$ cat config.mk
export PLATFORM = sky130hd
export DESIGN_NAME = tristate_phase_det
export DESIGN_NICKNAME = d
export VERILOG_FILES = /design/src/rtl/pd_pkg.sv /design/src/rtl/pd_sync_edge.sv /design/src/rtl/pd_datapath.sv /design/src/rtl/pd_control.sv /design/src/rtl/tristate_phase_det.sv
export SDC_FILE = /design/constraint.sdc
export NUM_CORES = 1
export LEC_CHECK = 0
export ABC_CLOCK_PERIOD_IN_PS = 2360
export BUFFER_PORTS_ARGS = -buffer_cell sky130_fd_sc_hd__buf_2
export CORE_MARGIN = 1.5
export CORE_UTILIZATION = 51
export CTS_BUF_LIST = sky130_fd_sc_hd__clkbuf_16
export DETAILED_ROUTE_END_ITERATION = 8
export PLACE_DENSITY = 0.72
export SYNTH_ARGS = -nofsm -noshare
export SYNTH_HDL_FRONTEND = slang
export SYNTH_SLANG_ARGS = --single-unit
$ cat constraint.sdc
create_clock -name clk -period 2.36 [get_ports clk]
set_input_delay 0.118 -clock clk [delete_from_list [all_inputs] [get_ports clk]]
set_output_delay 0.118 -clock clk [all_outputs]
set_load 0.05 [all_outputs]
$ cat src/rtl/pd_pkg.sv
`timescale 1ns/1ps
package pd_pkg;
  // control -> datapath strobes
  typedef struct packed {
    logic clearBoth;
  } pdCtrl_t;

  // datapath -> control status
  typedef struct packed {
    logic refEdge;
    logic fbEdge;
    logic bothHigh;
    logic xorNarrow;
  } pdStat_t;
endpackage

$ cat src/rtl/pd_sync_edge.sv
`timescale 1ns/1ps
module pd_sync_edge #(
  parameter int STAGES = 2
) (
  input  logic clk,
  input  logic rstN,
  input  logic din,
  output logic rise
);
  localparam int CHAIN_W = STAGES + 1;

  logic [CHAIN_W-1:0] chain;

  always_ff @(posedge clk or negedge rstN) begin
    if (!rstN) chain <= '0;
    else       chain <= {chain[CHAIN_W-2:0], din};
  end

  // newest synchronized sample high, previous one low
  assign rise = chain[STAGES-1] & ~chain[STAGES];
endmodule

$ cat src/rtl/pd_datapath.sv
`timescale 1ns/1ps
module pd_datapath
  import pd_pkg::*;
#(
  parameter int SYNC_STAGES = 2,
  parameter int XOR_W       = 8
) (
  input  logic             clk,
  input  logic             rstN,
  input  logic             refIn,
  input  logic             fbIn,
  input  logic [XOR_W-1:0] lockThresh,
  input  pdCtrl_t          ctrl,
  output logic             upQ,
  output logic             dnQ,
  output logic             xorQ,
  output pdStat_t          stat
);
  localparam int NUM_IN = 2;
  localparam logic [XOR_W-1:0] XOR_MAX = {XOR_W{1'b1}};

  logic [NUM_IN-1:0] rawIn;
  logic [NUM_IN-1:0] riseVec;
  logic [XOR_W-1:0]  xorCnt;

  assign rawIn = {fbIn, refIn};

  for (genvar gi = 0; gi < NUM_IN; gi++) begin : g_sync
    pd_sync_edge #(.STAGES(SYNC_STAGES)) u_sync (
      .clk  (clk),
      .rstN (rstN),
      .din  (rawIn[gi]),
      .rise (riseVec[gi])
    );
  end

  // two set/reset elements: set by own edge, cleared jointly
  always_ff @(posedge clk or negedge rstN) begin
    if (!rstN) begin
      upQ <= 1'b0;
      dnQ <= 1'b0;
    end else begin
      upQ <= (upQ | riseVec[0]) & ~ctrl.clearBoth;
      dnQ <= (dnQ | riseVec[1]) & ~ctrl.clearBoth;
    end
  end

  assign xorQ = upQ ^ dnQ;

  // exclusive-OR width within the current reference window
  always_ff @(posedge clk or negedge rstN) begin
    if (!rstN)                        xorCnt <= '0;
    else if (riseVec[0])              xorCnt <= '0;
    else if (xorQ && xorCnt != XOR_MAX) xorCnt <= xorCnt + 1'b1;
  end

  always_comb begin
    stat.refEdge   = riseVec[0];
    stat.fbEdge    = riseVec[1];
    stat.bothHigh  = upQ & dnQ;
    stat.xorNarrow = xorCnt < lockThresh;
  end
endmodule

$ cat src/rtl/pd_control.sv
`timescale 1ns/1ps
module pd_control
  import pd_pkg::*;
#(
  parameter int DELAY_W   = 3,
  parameter int LOCK_RUNS = 16
) (
  input  logic               clk,
  input  logic               rstN,
  input  pdStat_t            stat,
  input  logic [DELAY_W-1:0] resetDelay,
  output pdCtrl_t            ctrl,
  output logic               lockQ
);
  localparam int GOOD_W = $clog2(LOCK_RUNS + 1);
  localparam logic [GOOD_W-1:0] GOOD_FULL = GOOD_W'(LOCK_RUNS);

  logic [DELAY_W-1:0] delCnt;
  logic [GOOD_W-1:0]  goodCnt;

  // reset-path delay: counts cycles with both outputs high
  always_ff @(posedge clk or negedge rstN) begin
    if (!rstN)                    delCnt <= '0;
    else if (!stat.bothHigh)      delCnt <= '0;
    else if (delCnt != resetDelay) delCnt <= delCnt + 1'b1;
  end

  always_comb begin
    ctrl.clearBoth = stat.bothHigh && (delCnt == resetDelay);
  end

  // consecutive good reference windows
  always_ff @(posedge clk or negedge rstN) begin
    if (!rstN) goodCnt <= '0;
    else if (stat.refEdge) begin
      if (!stat.xorNarrow)         goodCnt <= '0;
      else if (goodCnt != GOOD_FULL) goodCnt <= goodCnt + 1'b1;
    end
  end

  assign lockQ = (goodCnt == GOOD_FULL);
endmodule

$ cat src/rtl/tristate_phase_det.sv
`timescale 1ns/1ps
module tristate_phase_det
  import pd_pkg::*;
#(
  parameter int SYNC_STAGES = 2,
  parameter int DELAY_W     = 3,
  parameter int XOR_W       = 8,
  parameter int LOCK_RUNS   = 16
) (
  input  logic               clk,
  input  logic               rstN,
  input  logic               refIn,
  input  logic               fbIn,
  input  logic [DELAY_W-1:0] resetDelay,
  input  logic [XOR_W-1:0]   lockThresh,
  output logic               upOut,
  output logic               dnOut,
  output logic               xorOut,
  output logic               lockOut
);
  pdCtrl_t ctrlBus;
  pdStat_t statBus;

  pd_datapath #(.SYNC_STAGES(SYNC_STAGES), .XOR_W(XOR_W)) u_dp (
    .clk        (clk),
    .rstN       (rstN),
    .refIn      (refIn),
    .fbIn       (fbIn),
    .lockThresh (lockThresh),
    .ctrl       (ctrlBus),
    .upQ        (upOut),
    .dnQ        (dnOut),
    .xorQ       (xorOut),
    .stat       (statBus)
  );

  pd_control #(.DELAY_W(DELAY_W), .LOCK_RUNS(LOCK_RUNS)) u_ctl (
    .clk        (clk),
    .rstN       (rstN),
    .stat       (statBus),
    .resetDelay (resetDelay),
    .ctrl       (ctrlBus),
    .lockQ      (lockOut)
  );
endmodule

==> results of run 1 <==
## sequential cells by signal, indices dropped and copies added (netlist names)
name and cells:
u_dp.upQ 1, u_dp.dnQ 1, u_dp.g_sync.u_sync.chain 6, u_dp.xorCnt 8
u_ctl.delCnt 3, u_ctl.goodCnt 5
## report_power, final
group / switching, mW / total, mW / internal, mW
sequential: 0.103 / 0.602 / 0.499
clock: 0.135 / 0.361 / 0.226
combinational: 0.300 / 0.519 / 0.219
## routing by layer
metal | vias up | global-route usage | part of all wire
met5 | - | 0 | 0
met1 | 471 | 0.215 | 0.44
li1 | 483 | - | -
met2 | 9 | 0.346 | 0.52
met4 | 0 | 0.0897 | 0.012
met3 | 2 | 0.0593 | 0.030
## critical path: stages, from the launching register on
cell	delay, ns
dfrtp_1	0.45
ha_1	0.32
nand2_2	0.06
or3_4	0.32
o221ai_2	0.30
nor3_2	0.10
mux2_2	0.26
## cell usage in the layout, fill, tap and decap left out, types with 4 or more instances in the layout
| cell type | n |
|---|---|
| or3_1 | 4 |
| nand2_1 | 8 |
| xnor2_1 | 6 |
| o21ai_0 | 6 |
| dfrtp_1 | 24 |
| buf_2 | 18 |
| nor2_1 | 6 |
| nand3_1 | 6 |
| a21oi_1 | 7 |
| ha_1 | 12 |
| inv_1 | 12 |
## cells in the mapped netlist, types with 2 or more instances
cell and count:
nand2_1 8, nand3_1 6, ha_1 12, a21oi_1 7
inv_1 12, nor3_1 3, o21ai_0 6, or3_1 4
dfrtp_1 24, nor2b_1 3, nand2b_1 2, o21a_1 2
mux2i_1 2, a22o_1 2, nor2_1 6, xnor2_1 6
xor2_1 2
## area by class of cell
type	instances	area (um^2)
sequential	24	601
fill	203	898
multi-input combinational	86	644
clock inverter	1	3.75
inverter	12	45.0
timing repair buffer	22	128
tap	30	37.5
clock buffer	3	75.1
## logic make-up after synthesis
| kind of cell | after synthesis | synth area share |
|---|---|---|
| AO/OA/AOI/OAI | 24 | 0.134 |
| XOR/XNOR | 8 | 0.0542 |
| adder cells (fa/ha/maj) | 12 | 0.116 |
| buffers and inverters | 13 | 0.0377 |
| flip-flops | 24 | 0.464 |
| multiplexers | 3 | 0.0242 |
| AND/OR/NAND/NOR | 39 | 0.169 |
## per-stage QoR
stage	std cells	area (um^2)	setup slack, ns	util
2_1_floorplan	123	1290	0.291	-
3_3_place_gp	171	1430	0.486	0.586
3_5_place_dp	171	1430	0.439	0.586
4_1_cts	178	1530	0.430	0.631
5_1_grt	178	1530	0.308	0.631
6_report	178	1530	0.424	0.631
## worst max-delay path by stage
stage,startpoint,to,slack [ns]
floorplan,u_dp.upQ$_DFF_PN0_,u_dp.xorCnt[4]$_DFFE_PN0P_,0.29
global placement,u_dp.xorCnt[3]$_DFFE_PN0P_,u_ctl.goodCnt[0]$_DFFE_PN0P_,0.49
detailed placement,u_dp.xorCnt[5]$_DFFE_PN0P_,u_ctl.goodCnt[0]$_DFFE_PN0P_,0.44
CTS,u_dp.xorCnt[5]$_DFFE_PN0P_,u_ctl.goodCnt[0]$_DFFE_PN0P_,0.43
global route,u_dp.xorCnt[2]$_DFFE_PN0P_,u_ctl.goodCnt[2]$_DFFE_PN0P_,0.31
finish,u_dp.xorCnt[6]$_DFFE_PN0P_,u_ctl.goodCnt[0]$_DFFE_PN0P_,0.42
==> impl_metrics.yaml, run 1 <==
run_status:
  status: "completed"
grt:
  grt_max_degree: 25
  grtUsageTotal: 0.197
  antenna_found_initial: 0
  grt_first_pass_wirelength_um: 3860
  grt_remaining_overflow: 0
  grt_pass1_vias: 914
critical_path:
  rr_worst_depth: 6
  worstPathArrival_ns: 2.08
  startpoint_type: "flip-flop"
  worstSetupPathType: "reg2reg"
  rrSetupSlack_ns: 0.42
  end_kind: "flip-flop"
  critical_path.max_fanout: 5
  crit_required_ns: 2.50
  reg2reg_from: "u_dp.xorCnt[6]$_DFFE_PN0P_"
  r2r_end: "u_ctl.goodCnt[0]$_DFFE_PN0P_"
sta:
  fin_crit_sh: 0.820
  maxSlewViolCount: 0
  hold_viol: 0
  hold_slack_ns: 0.346
  fmax_ghz: 0.516
  finalSetupTns_ns: 0
  rsz0062_at_grt: "no"
  fin_worst_skew_ns: 0.00512
  setup-violations-final: 0
  tightest_slew_ns: 0.519
  max_slew_margin: 0.654
  period_needed_ns: 1.94
route:
  drt_first_pass_iters: 4
  drt_wl_total_um: 2370
  drc: 0
  drtIter0Drc: 10
  vias_per_cell: 5.42
  num_vias: 965
  wl_per_cell_um: 13.3
  postRouteAntennaNets: 0
placement:
  gp_congestion: 0.756
  portBuffers: 18
  dp_hpwl_um: 1780
clock_tree:
  htreeDepth: 1
  numCtsBuffers: 3
  cts_resized: 0
  tritoncts: "built"
  clockRootBuffer: "clkbuf_16"
  cts_hold_buf: 3
  numClockSinks: 24
  post_cts_buffers: 0
  clock_path_buffers: 2
  clkTransAtPathRegs_ns: 0.06
  clk_latency_ns: 0.26
power_and_ir_drop:
  p_leak_nw: 0.731
  powerDensity_mw_per_mm2: 966
  vdd_drop_max_uv: 858
  total_power_mw: 1.48
logic_synthesis:
  synth_top_area_share: 0.464
  synth-edff-count: 0
  yosys.area.top_type: "dfrtp_1"
  ys_async_sr_fraction: 1.00
  synth_warnings: 0
  syn_area_per_cell_um2: 10.5
  synth_top_cells_by_area: "dfrtp_1, ha_1, xnor2_1, inv_1, a21oi_1"
  ys_ff_latch: 24
  synth_area_mm2: 0.00129
  synth_nets: 150
  synth-seq-area-share: 0.464
  yosysUniqueCellTypes: 33
  synthCells: 123
  synth-main-ff-cell: "dfrtp_1"
floorplanning:
  initial_core_util: 0.532
  ios: 19
  dieArea_mm2: 0.00285
  rows: 18
  die_w_um: 53.4
  die_h_um: 53.4
  coreArea_mm2: 0.00243
job:
  cap_violations: 0
min_path:
  hp-class: "reg2reg"
  min_delay_worst_endpoint: "u_dp.g_sync[1].u_sync.chain[1]$_DFF_PN0_"
  hold_start: "u_dp.g_sync[1].u_sync.chain[0]$_DFF_PN0_"
  whs_path_depth: 0
cells_and_area:
  diodes: 0
  fin_nets: 176
  synthToLayoutAreaGrowth_pct: 18.6
  layout-drive-gt1-share: 0.216
No activity file was read; power rests on OpenSTA's default activity.
==> run 2, diff against run 1 <==
Settings changed: ABC_AREA set to 1, ABC_CLOCK_PERIOD_IN_PS 2360 to 1950.
Clock period 2.36 ns to 1.95 ns, I/O delays scaled along.
==> impl_metrics.yaml, run 2 <==
run_status:
  status: "completed"
logic_synthesis:
  synth_nets: 185
  synth-main-ff-cell: "dfrtp_1"
  synth-edff-count: 0
  synth_top_area_share: 0.445
  yosys.cell_count.top_type: "nand2_1"
  ys_async_sr_fraction: 1.00
  yosys.area.top_type: "dfrtp_1"
  synthCells: 158
  synth_warnings: 0
  syn_area_per_cell_um2: 8.54
  yosysUniqueCellTypes: 22
  synth_top_cells_by_area: "dfrtp_1, ha_1, nand2_1, inv_1, nand3_1"
  synth_area_mm2: 0.00135
  synth_commonest_cells: "nand2_1, inv_1, dfrtp_1"
  synth-seq-area-share: 0.445
  ys_ff_latch: 24
sta:
  setup-violations-final: 0
  hold_viol: 0
  tightest_slew_ns: 0.536
  setup_slack_ns: 0.382
  rsz0062_at_grt: "no"
  maxSlewViolCount: 0
  period_needed_ns: 1.57
  fmax_ghz: 0.638
  hold_slack_ns: 0.248
  max_slew_margin: 0.643
  finalSetupTns_ns: 0
  fin_worst_skew_ns: 0.00208
  fin_crit_sh: 0.804
cells_and_area:
  final_common_cell: "nand2_1"
  fillerInstances: 207
  largest_register_ffs: 8
  synthToLayoutAreaGrowth_pct: 20.0
  reg_top3: "u_dp.xorCnt x8, u_dp.g_sync.u_sync.chain x6, u_ctl.goodCnt x5"
  layout-drive-gt1-share: 0.196
  fin_nets: 212
  diodes: 0
  layout_common_cells: "nand2_1, inv_1, dfrtp_1"
  regMostFlops: "u_dp.xorCnt"
critical_path:
  slowest_delay_ns: 0.42
  end_kind: "output pin"
  rrSetupSlack_ns: 0.44
  reg2reg_from: "u_dp.xorCnt[5]$_DFFE_PN0P_"
  crit_required_ns: 1.85
  critical_path.max_fanout: 4
  worstPathArrival_ns: 1.47
  rr_worst_depth: 9
  startpoint_type: "flip-flop"
  worstSetupPathType: "reg2out"
  r2r_end: "u_ctl.goodCnt[0]$_DFFE_PN0P_"
  crit_path_top_delay_cell: "dfrtp_1"
  worstPathCellList: "inv_1 -> ha_1 -> nand2_1 -> nor3_2 -> buf_2"
floorplanning:
  initial_core_util: 0.540
  rows: 18
  ios: 19
  coreArea_mm2: 0.00250
  die_w_um: 54.5
  dieArea_mm2: 0.00296
  die_h_um: 54.5
min_path:
  min_delay_worst_endpoint: "u_ctl.delCnt[1]$_DFFE_PN0P_"
  whs_path_depth: 4
  hold_start: "resetDelay[2]"
  hp-class: "in2reg"
route:
  num_vias: 1084
  drc: 0
  postRouteAntennaNets: 0
  drt_first_pass_iters: 4
  wl_per_cell_um: 11.7
  vias_per_cell: 5.07
  drt_wl_total_um: 2500
  drtIter0Drc: 22
clock_tree:
  numClockSinks: 24
  numCtsBuffers: 3
  cts_resized: 0
  tritoncts: "built"
  clock_path_buffers: 2
  clkTransAtPathRegs_ns: 0.06
  clockRootBuffer: "clkbuf_16"
  htreeDepth: 1
  clk_latency_ns: 0.26
power_and_ir_drop:
  vdd_drop_max_uv: 913
  sw_frac_of_total: 0.371
  pwr-share-seq: 0.369
  power.internal_mw: 1.26
  powerDensity_mw_per_mm2: 1240
  p_comb_frac: 0.334
  p_leak_nw: 0.868
  clock_power_share: 0.297
  power_switching_mw: 0.743
grt:
  grt_remaining_overflow: 0
  grt_pass1_vias: 1002
  antenna_found_initial: 0
  grt_max_degree: 25
  grt_first_pass_wirelength_um: 4170
  grtUsageTotal: 0.201
placement:
  portBuffers: 18
  dp_hpwl_um: 1860
  gp_congestion: 0.802
  place_ws_ns: 0.441
job:
  cap_violations: 0
==> run 2: cell count changes after synthesis, sizes merged, moves of 3 or more <==
cell   change
xnor2      -4
nand3      +8
nor2       +4
nand2     +25
xor2       +3
or3        -5
inv       +18
o21ai      +3
nand4      +3
nor2b      -3
==> run 2: worst max-delay path by stage <==
stage / to / slack, ns / start
after floorplan: u_dp.xorCnt[7]$_DFFE_PN0P_ / 0.07 / u_dp.upQ$_DFF_PN0_
after detailed placement: u_ctl.goodCnt[4]$_DFFE_PN0P_ / 0.44 / u_dp.xorCnt[5]$_DFFE_PN0P_
after global routing: lockOut / 0.29 / u_ctl.goodCnt[0]$_DFFE_PN0P_
final: lockOut / 0.38 / u_ctl.goodCnt[0]$_DFFE_PN0P_
after global placement: u_ctl.goodCnt[3]$_DFFE_PN0P_ / 0.51 / u_dp.xorCnt[5]$_DFFE_PN0P_
after CTS: lockOut / 0.36 / u_ctl.goodCnt[0]$_DFFE_PN0P_
==> run 2: through the flow <==
stage          power, mW   util  std cells  area, um^2
6_report            2.00  0.648        214        1620
4_1_cts             2.02  0.648        214        1620
5_1_grt             2.15  0.648        214        1620
3_5_place_dp        1.42  0.594        207        1490
3_3_place_gp        1.38  0.594        207        1490
2_1_floorplan       1.25      -        158        1350
==> run 2: timing repair <==
item                                    CTS  global route
hold endpoints to repair                 26             0
setup buffers                             0             0
endpoints found under the setup margin    0             0
hold buffers                              3             0
==> run 2: cells by family after synthesis <==
family | Yosys count | synth area share
AND/OR/NAND/NOR | 66 | 0.238
buffers and inverters | 30 | 0.0834
flip-flops | 24 | 0.445
AO/OA/AOI/OAI | 19 | 0.0769
adder cells (fa/ha/maj) | 12 | 0.111
XOR/XNOR | 7 | 0.0454
==> run 2: per-layer routing <==
layer  vias up  track usage  share of wire
met3         5       0.0410          0.042
li1        560            -              -
met2        27        0.335           0.49
met4         0        0.104          0.018
met5         -            0              0
met1       492        0.244           0.44
==> run 2: power groups by stage <==
stage | Sequential, mW | Combinational (mW) | Clock, mW
after floorplan | 0.772 | 0.477 | 0
after global placement | 0.739 | 0.644 | 0
after detailed placement | 0.749 | 0.668 | 0
after CTS | 0.739 | 0.676 | 0.600
after global routing | 0.757 | 0.762 | 0.628
final | 0.739 | 0.669 | 0.593
==> run 2: cell type report <==
class / count / area (um^2) / area share
multi-input combinational: 104 / 637 / 0.393
tap: 30 / 37.5 / 0.0232
sequential: 24 / 601 / 0.371
timing repair buffer: 22 / 128 / 0.0788
clock inverter: 1 / 30.0 / 0.0185
clock buffer: 3 / 75.1 / 0.0463
inverter: 30 / 113 / 0.0695
==> run 2: critical path: cells and delay by family, from the launching register on <==
kind          cells  cell delay, ns
buf+inv           2            0.41
flops             1            0.42
simple gates      2            0.24
fa+ha+maj         1            0.15
